## config.mk

```make
export PLATFORM = sky130hd
export DESIGN_NAME = alarm_clock24
export DESIGN_NICKNAME = d
export VERILOG_FILES = /design/src/rtl/aclk_pkg.sv /design/src/rtl/aclk_prescaler.sv /design/src/rtl/aclk_timekeeper.sv /design/src/rtl/aclk_alarm.sv /design/src/rtl/alarm_clock24.sv
export SDC_FILE = /design/constraint.sdc
export NUM_CORES = 1
export LEC_CHECK = 0
export BUFFER_PORTS_ARGS = -buffer_cell sky130_fd_sc_hd__buf_2
export CAP_MARGIN = 40
export CELL_PAD_IN_SITES_DETAIL_PLACEMENT = 0
export CELL_PAD_IN_SITES_GLOBAL_PLACEMENT = 1
export CORE_ASPECT_RATIO = 0.7
export CORE_UTILIZATION = 45
export DETAILED_ROUTE_END_ITERATION = 8
export PLACE_DENSITY = 0.82
export SYNTH_ARGS = -nofsm -noshare
export SYNTH_HDL_FRONTEND = slang
export SYNTH_SLANG_ARGS = --single-unit
```

## constraint.sdc

```tcl
create_clock -name clk -period 8 [get_ports clk]
set_input_delay 1.6 -clock clk [delete_from_list [all_inputs] [get_ports clk]]
set_output_delay 1.6 -clock clk [all_outputs]
set_load 0.02 [all_outputs]
```

## src/rtl/aclk_pkg.sv

```systemverilog
package aclk_pkg;

    localparam int DIGIT_W = 4;
    localparam int STAGES  = 3;   // seconds, minutes, hours

    typedef logic [DIGIT_W-1:0] bcd_t;

    typedef struct packed {
        bcd_t tens;
        bcd_t ones;
    } pair_t;

    typedef struct packed {
        pair_t hr;
        pair_t mn;
    } hhmm_t;

    typedef enum logic [1:0] {
        ALM_ARMED    = 2'd0,
        ALM_RINGING  = 2'd1,
        ALM_SILENCED = 2'd2
    } alm_state_e;

    localparam bcd_t UNITS_MAX = bcd_t'(9);
    localparam bcd_t SIXTY_TENS_MAX = bcd_t'(5);

    // last value of a counter pair before it wraps to 00
    function automatic pair_t stage_last(int idx);
        pair_t p;
        if (idx == STAGES - 1) begin
            p.tens = bcd_t'(2);
            p.ones = bcd_t'(3);
        end else begin
            p.tens = SIXTY_TENS_MAX;
            p.ones = UNITS_MAX;
        end
        return p;
    endfunction

    function automatic pair_t pair_inc(pair_t p, pair_t last);
        pair_t n;
        if (p == last) begin
            n = '0;
        end else if (p.ones == UNITS_MAX) begin
            n.tens = bcd_t'(p.tens + bcd_t'(1));
            n.ones = '0;
        end else begin
            n.tens = p.tens;
            n.ones = bcd_t'(p.ones + bcd_t'(1));
        end
        return n;
    endfunction

    function automatic logic hhmm_legal(hhmm_t v);
        logic [7:0] hours;
        hours = {4'd0, v.hr.tens} * 8'd10 + {4'd0, v.hr.ones};
        return (v.hr.tens <= bcd_t'(2)) && (v.hr.ones <= UNITS_MAX) &&
               (hours <= 8'd23) && (v.mn.tens <= SIXTY_TENS_MAX) &&
               (v.mn.ones <= UNITS_MAX);
    endfunction

endpackage

```

## src/rtl/aclk_prescaler.sv

```systemverilog
module aclk_prescaler #(
    parameter int TICKS_PER_SEC = 10
) (
    input  logic clk,
    input  logic restart,
    output logic sec_tick
);
    localparam int CW = (TICKS_PER_SEC > 1) ? $clog2(TICKS_PER_SEC) : 1;
    localparam logic [CW-1:0] LAST = CW'(TICKS_PER_SEC - 1);

    logic [CW-1:0] cnt;

    always_ff @(posedge clk) begin
        if (restart || cnt == LAST) begin
            cnt <= '0;
        end else begin
            cnt <= cnt + 1'b1;
        end
    end

    assign sec_tick = (cnt == LAST) && !restart;

endmodule

```

## src/rtl/aclk_timekeeper.sv

```systemverilog
module aclk_timekeeper
    import aclk_pkg::*;
(
    input  logic  clk,
    input  logic  rst,
    input  logic  load_en,
    input  logic  load_ok,
    input  hhmm_t load_val,
    input  logic  sec_tick,
    output pair_t sec_now,
    output pair_t min_now,
    output pair_t hr_now
);
    pair_t               cur       [STAGES];
    pair_t               load_pair [STAGES];
    logic [STAGES:0]     carry;

    assign load_pair[0] = '0;
    assign load_pair[1] = load_val.mn;
    assign load_pair[2] = load_val.hr;
    assign carry[0]     = sec_tick;

    for (genvar g = 0; g < STAGES; g++) begin : g_stage
        localparam pair_t LAST = stage_last(g);

        assign carry[g+1] = carry[g] && (cur[g] == LAST);

        always_ff @(posedge clk) begin
            if (rst) begin
                cur[g] <= load_ok ? load_pair[g] : '0;
            end else if (load_en && load_ok) begin
                cur[g] <= load_pair[g];
            end else if (carry[g]) begin
                cur[g] <= pair_inc(cur[g], LAST);
            end
        end
    end

    assign sec_now = cur[0];
    assign min_now = cur[1];
    assign hr_now  = cur[2];

endmodule

```

## src/rtl/aclk_alarm.sv

```systemverilog
module aclk_alarm
    import aclk_pkg::*;
(
    input  logic  clk,
    input  logic  rst,
    input  logic  load_en,
    input  logic  load_ok,
    input  hhmm_t load_val,
    input  hhmm_t now_hm,
    input  pair_t now_sec,
    input  logic  enable,
    input  logic  stop,
    output logic  ringing
);
    hhmm_t      alm_hm;
    alm_state_e state, nxt;
    logic       match;

    always_ff @(posedge clk) begin
        if (rst) begin
            alm_hm <= load_ok ? load_val : '0;
        end else if (load_en && load_ok) begin
            alm_hm <= load_val;
        end
    end

    assign match = (now_hm == alm_hm) && (now_sec == '0);

    // state register
    always_ff @(posedge clk) begin
        if (rst) begin
            state <= ALM_ARMED;
        end else begin
            state <= nxt;
        end
    end

    // transitions
    always_comb begin
        nxt = state;
        unique case (state)
            ALM_ARMED:    if (enable && match && !stop) nxt = ALM_RINGING;
            ALM_RINGING:  if (stop || !enable)          nxt = ALM_SILENCED;
            ALM_SILENCED: if (!match)                   nxt = ALM_ARMED;
            default:                                    nxt = ALM_ARMED;
        endcase
    end

    // outputs
    always_comb begin
        ringing = (state == ALM_RINGING);
    end

endmodule

```

## src/rtl/alarm_clock24.sv

```systemverilog
module alarm_clock24
    import aclk_pkg::*;
#(
    parameter int TICKS_PER_SEC = 10
) (
    input  logic               clk,
    input  logic               rst,
    input  logic [DIGIT_W-1:0] hr_tens_in,
    input  logic [DIGIT_W-1:0] hr_ones_in,
    input  logic [DIGIT_W-1:0] mn_tens_in,
    input  logic [DIGIT_W-1:0] mn_ones_in,
    input  logic               load_time,
    input  logic               load_alarm,
    input  logic               alarm_enable,
    input  logic               alarm_stop,
    output logic               alarm,
    output logic [DIGIT_W-1:0] hr_tens,
    output logic [DIGIT_W-1:0] hr_ones,
    output logic [DIGIT_W-1:0] mn_tens,
    output logic [DIGIT_W-1:0] mn_ones,
    output logic [DIGIT_W-1:0] sc_tens,
    output logic [DIGIT_W-1:0] sc_ones
);
    hhmm_t digits_in;
    hhmm_t now_hm;
    pair_t sec_now, min_now, hr_now;
    logic  digits_ok;
    logic  restart;
    logic  sec_tick;

    assign digits_in = '{hr: '{tens: hr_tens_in, ones: hr_ones_in},
                         mn: '{tens: mn_tens_in, ones: mn_ones_in}};
    assign digits_ok = hhmm_legal(digits_in);
    assign restart   = rst || (load_time && digits_ok);

    aclk_prescaler #(.TICKS_PER_SEC(TICKS_PER_SEC)) u_div (
        .clk      (clk),
        .restart  (restart),
        .sec_tick (sec_tick)
    );

    aclk_timekeeper u_time (
        .clk      (clk),
        .rst      (rst),
        .load_en  (load_time),
        .load_ok  (digits_ok),
        .load_val (digits_in),
        .sec_tick (sec_tick),
        .sec_now  (sec_now),
        .min_now  (min_now),
        .hr_now   (hr_now)
    );

    assign now_hm = '{hr: hr_now, mn: min_now};

    aclk_alarm u_alm (
        .clk      (clk),
        .rst      (rst),
        .load_en  (load_alarm),
        .load_ok  (digits_ok),
        .load_val (digits_in),
        .now_hm   (now_hm),
        .now_sec  (sec_now),
        .enable   (alarm_enable),
        .stop     (alarm_stop),
        .ringing  (alarm)
    );

    assign hr_tens = hr_now.tens;
    assign hr_ones = hr_now.ones;
    assign mn_tens = min_now.tens;
    assign mn_ones = min_now.ones;
    assign sc_tens = sec_now.tens;
    assign sc_ones = sec_now.ones;

endmodule

```

==> flow_summary_export.csv <==
group,metric,value,unit
run_status,status,"completed",
floorplan,row_count,24,
clock_tree,cts-hold-fix-buffers,0,
grt,antenna_found_initial,0,
grt,groute.layer.met3.usage,3.00,%
grt,grt_pass1_vias,2094,
worst_setup_path,crit_path_top_delay_cell,"fa_1",
power,power_leakage,1.31,nW
worst_setup_path,rr_startpoint,"u_time.cur[0][5]$_SDFFCE_PP0P_",
sta,setup-violations-final,0,
grt,global_routing_usage_on_met2,28.9,%
route,drcViolationCount,0,
sta,hold-worst-slack,453,ps
finish,nNetsFinal,370,
worst_setup_path,endpoint_kind,"register",
power,max-vdd-ir-drop,88.2,uV
worst_setup_path,critPathRequiredTime,8000,ps
finish,drive_above_1_share,19.7,%
grt,layer_carrying_the_most_global_route_usage,"met1",
clock_tree,clkTransAtPathRegs,90,ps
min_path,timing.hold.worst.start,"u_alm.state[1]$_SDFFE_PP0P_",
worst_setup_path,cp_top_family,"adder cells",
synth,synth.cell_area,0.00297,sq mm
worst_setup_path,cp.buffers_inverters,3,
min_path,hold_path_depth,1,
clock_tree,cts_resized,0,
floorplan,dieWidth,99.1,microns
floorplan,core_region_area,0.00631,sq mm
power,pwr_dens,161,mW/mm^2
placement,port_buffers,46,
floorplan,fp.dieH,70.0,microns
sta,clock_period_minus_final_worst_setup_slack,4140,ps
finish,diodes_inserted,0,
worst_setup_path,timing.setup.critical_path_class,"input pin to register",
route,dr_total_vias,2304,
worst_setup_path,worstSetupStartpoint,"hr_tens_in[1]",
worst_setup_path,critPathLaunchType,"input pin",
grt,globalRoute.totalOverflow,0,
synth,synth.distinct_cells,46,
min_path,worstHoldPathType,"register to register",
clock_tree,tritoncts_num_sinks,46,
route,drt_pass1_iterations,5,
sta,maxSlewViolCount,0,
route,postRouteAntennaNets,0,
worst_setup_path,ff2ff_setup_slack,5540,ps
grt,grt.met1_usage,33.5,%
min_path,endpoint_of_the_worst_hold_timing_path,"u_alm.state[0]$_SDFFE_PP0P_",
placement,place.detailed.hpwl,5080,microns
finish,multi_input_comb_area,0.00155,sq mm
finish,fillers,588,
worst_setup_path,crit_arrival,4140,ps
floorplan,starting_density,47.1,%
sta,hold_viol_final,0,
synth,synthesis.instances,279,
finish,areaGrowthSynthToFinish,13.8,%
worst_setup_path,worstPathMaxFanout,27,
worst_setup_path,cp_slowest_stage_delay,400,ps
synth,synth_async_sr_flop_share,0,%
sta,max_freq,241,MHz
worst_setup_path,worst-r2r-cell-count,7,
synth,synth-main-ff-cell,"edfxtp_1",
route,detail_route.iter0.violations,164,
grt,gr-usage-all-layers,20.9,%
route,drt-vias-per-instance,5.72,
sta,tightest_slew,548,ps
synth,post_synth_net_total,325,
sta,final.setup.tns,0,ps
clock_tree,clock_tree_from_tritoncts,"done",
finish,sequential_cell_area,0.00132,sq mm
worst_setup_path,critical_path.cell_chain,"buf_2 -> ha_1 -> ha_1 -> fa_1 -> nor4_1 -> nand4_1 -> nor2_1 -> o211ai_1 -> buf_4 -> o21ai_1 -> buf_4",
synth,syn_avg_cell_area,10.6,sq um
synth,ys_ff_latch,46,
sta,period_share,51.8,%
job,drv_cap,0,
worst_setup_path,regToRegEndpoint,"u_time.cur[2][1]$_DFFE_PP_",
synth,number_of_flops_mapped_to_enable_cells_by_yosys,40,
synth,synth_warnings,0,
route,post_drt_wl_per_cell,17.1,microns
sta,rsz_0062_raised_after_global_routing,"no",
floorplan,io_pins,47,
grt,grt_max_degree,35,
placement,dpl-instance-area,0.00327,sq mm
route,totalWireLength,6880,microns
sta,final.setup_skew,6.07,ps
clock_tree,buffer_levels_on_the_longest_clock_path,2,
placement,globalplace.congestion,0.862,
clock_tree,cts_setup_buffers,0,
clock_tree,cts-htree-levels,2,
floorplan,die_area,0.00693,sq mm
clock_tree,cts_made_buffers,5,
clock_tree,ctsRootBufferMaster,"clkbuf_8",
synth,synth-seq-area-share,44.5,%
clock_tree,clock_latency,300,ps
finish,finalInstanceArea,0.00338,sq mm
sta,relative_slew_margins,63.4,%
grt,grt_first_pass_wirelength,11100,microns
-- through the flow --
step,util [%],power (W),instances,setup slack (ps)
after floorplan,-,0.000346,279,2950
after global placement,51.9,0.000374,395,3630
after detailed placement,51.9,0.000375,395,3520
after CTS,53.6,0.000543,403,3850
after global routing,53.6,0.000565,403,3690
final,53.6,0.000544,403,3860
-- metal layers --
| metal | share of wire (%) | vias up |
|---|---|---|
| met3 | 5.8 | 7 |
| met4 | 1.0 | 0 |
| li1 | - | 1137 |
| met1 | 52 | 1081 |
| met2 | 41 | 79 |
| met5 | 0 | - |
-- where the power goes --
group / total, W / internal (W) / switching (W)
combinational: 0.0000810 / 0.0000354 / 0.0000455
sequential: 0.000289 / 0.000275 / 0.0000139
clock: 0.000174 / 0.0000921 / 0.0000817
total: 0.000544 / 0.000402 / 0.000141
-- area by class of cell --
| class | instances | share of cell area [%] |
|---|---|---|
| Clock buffer | 5 | 2.04 |
| Clock inverter | 3 | 1.18 |
| Inverter | 14 | 1.55 |
| Multi-Input combinational cell | 208 | 45.8 |
| Sequential cell | 46 | 39.1 |
| Tap cell | 78 | 2.89 |
| Timing Repair Buffer | 49 | 7.48 |
-- sequential cells by signal (all words and copies together) (netlist names) --
| signal | flops |
|---|---|
| u_div.cnt | 4 |
| u_alm.state | 2 |
| u_alm.alm_hm | 16 |
| u_time.cur | 24 |
-- worst max-delay path by stage --
stage | slack (ps) | cells past startpoint | to
final | 3860 | 11 | u_alm.alm_hm[4]$_DFFE_PP_
after CTS | 3850 | 11 | u_alm.alm_hm[8]$_DFFE_PP_
after global routing | 3690 | 11 | u_alm.alm_hm[8]$_DFFE_PP_
after floorplan | 2950 | 9 | u_alm.alm_hm[0]$_DFFE_PP_
after detailed placement | 3520 | 11 | u_alm.alm_hm[2]$_DFFE_PP_
after global placement | 3630 | 11 | u_alm.alm_hm[3]$_DFFE_PP_
-- layout by cell type (no fill, tap or decap), drive strengths merged, types with 2 or more instances in the layout --
master | netlist | routed
xor2 | 6 | 6
or2b | 2 | 2
a21boi | 14 | 14
nor2 | 8 | 8
xnor2 | 23 | 23
nand3b | 4 | 4
clkinv | 0 | 2
nand2 | 14 | 14
fa | 2 | 2
o21ai | 14 | 14
dfxtp | 6 | 6
nor2b | 3 | 3
nor3b | 7 | 7
o32ai | 3 | 3
clkbuf | 9 | 5
o22ai | 11 | 11
or3 | 13 | 13
nor4 | 7 | 7
nand4 | 6 | 6
nor3 | 14 | 14
o311ai | 2 | 2
inv | 14 | 14
ha | 22 | 22
a211o | 3 | 3
nand3 | 6 | 6
buf | 2 | 49
edfxtp | 40 | 40
a21oi | 8 | 8
-- cell usage after synthesis, types with 2 or more instances --
| cell | n | area (sq um) |
|---|---|---|
| nor4_1 | 7 | 43.8 |
| inv_1 | 14 | 52.6 |
| nand3b_1 | 4 | 30.0 |
| or2b_1 | 2 | 15.0 |
| xor2_1 | 6 | 52.6 |
| nor2_1 | 8 | 30.0 |
| dfxtp_1 | 6 | 120 |
| a21boi_0 | 14 | 105 |
| o21ai_0 | 14 | 70.1 |
| or3_1 | 13 | 81.3 |
| a21oi_1 | 8 | 40.0 |
| fa_1 | 2 | 40.0 |
| o32ai_1 | 3 | 26.3 |
| nand2_1 | 13 | 48.8 |
| nand3_1 | 6 | 30.0 |
| edfxtp_1 | 40 | 1200 |
| a211o_1 | 3 | 26.3 |
| nor3_1 | 14 | 70.1 |
| xnor2_1 | 23 | 201 |
| ha_1 | 22 | 275 |
| clkbuf_1 | 9 | 33.8 |
| nor3b_1 | 7 | 52.6 |
| nand4_1 | 6 | 37.5 |
| nor2b_1 | 3 | 18.8 |
| o22ai_1 | 10 | 62.6 |
| o311ai_0 | 2 | 17.5 |
-- kinds of logic (layout without fill, tap and decap cells) --
group | Yosys count | in the layout | synth area share, %
AND/OR/NAND/NOR | 92 | 92 | 18.4
buffers and inverters | 25 | 71 | 3.41
flip-flops | 46 | 46 | 44.5
AO/OA/AOI/OAI | 62 | 62 | 14.2
multiplexers | 1 | 1 | 0.379
adder cells (fa/ha/maj) | 24 | 24 | 10.6
XOR/XNOR | 29 | 29 | 8.55
(Power assumes the default switching activity.)
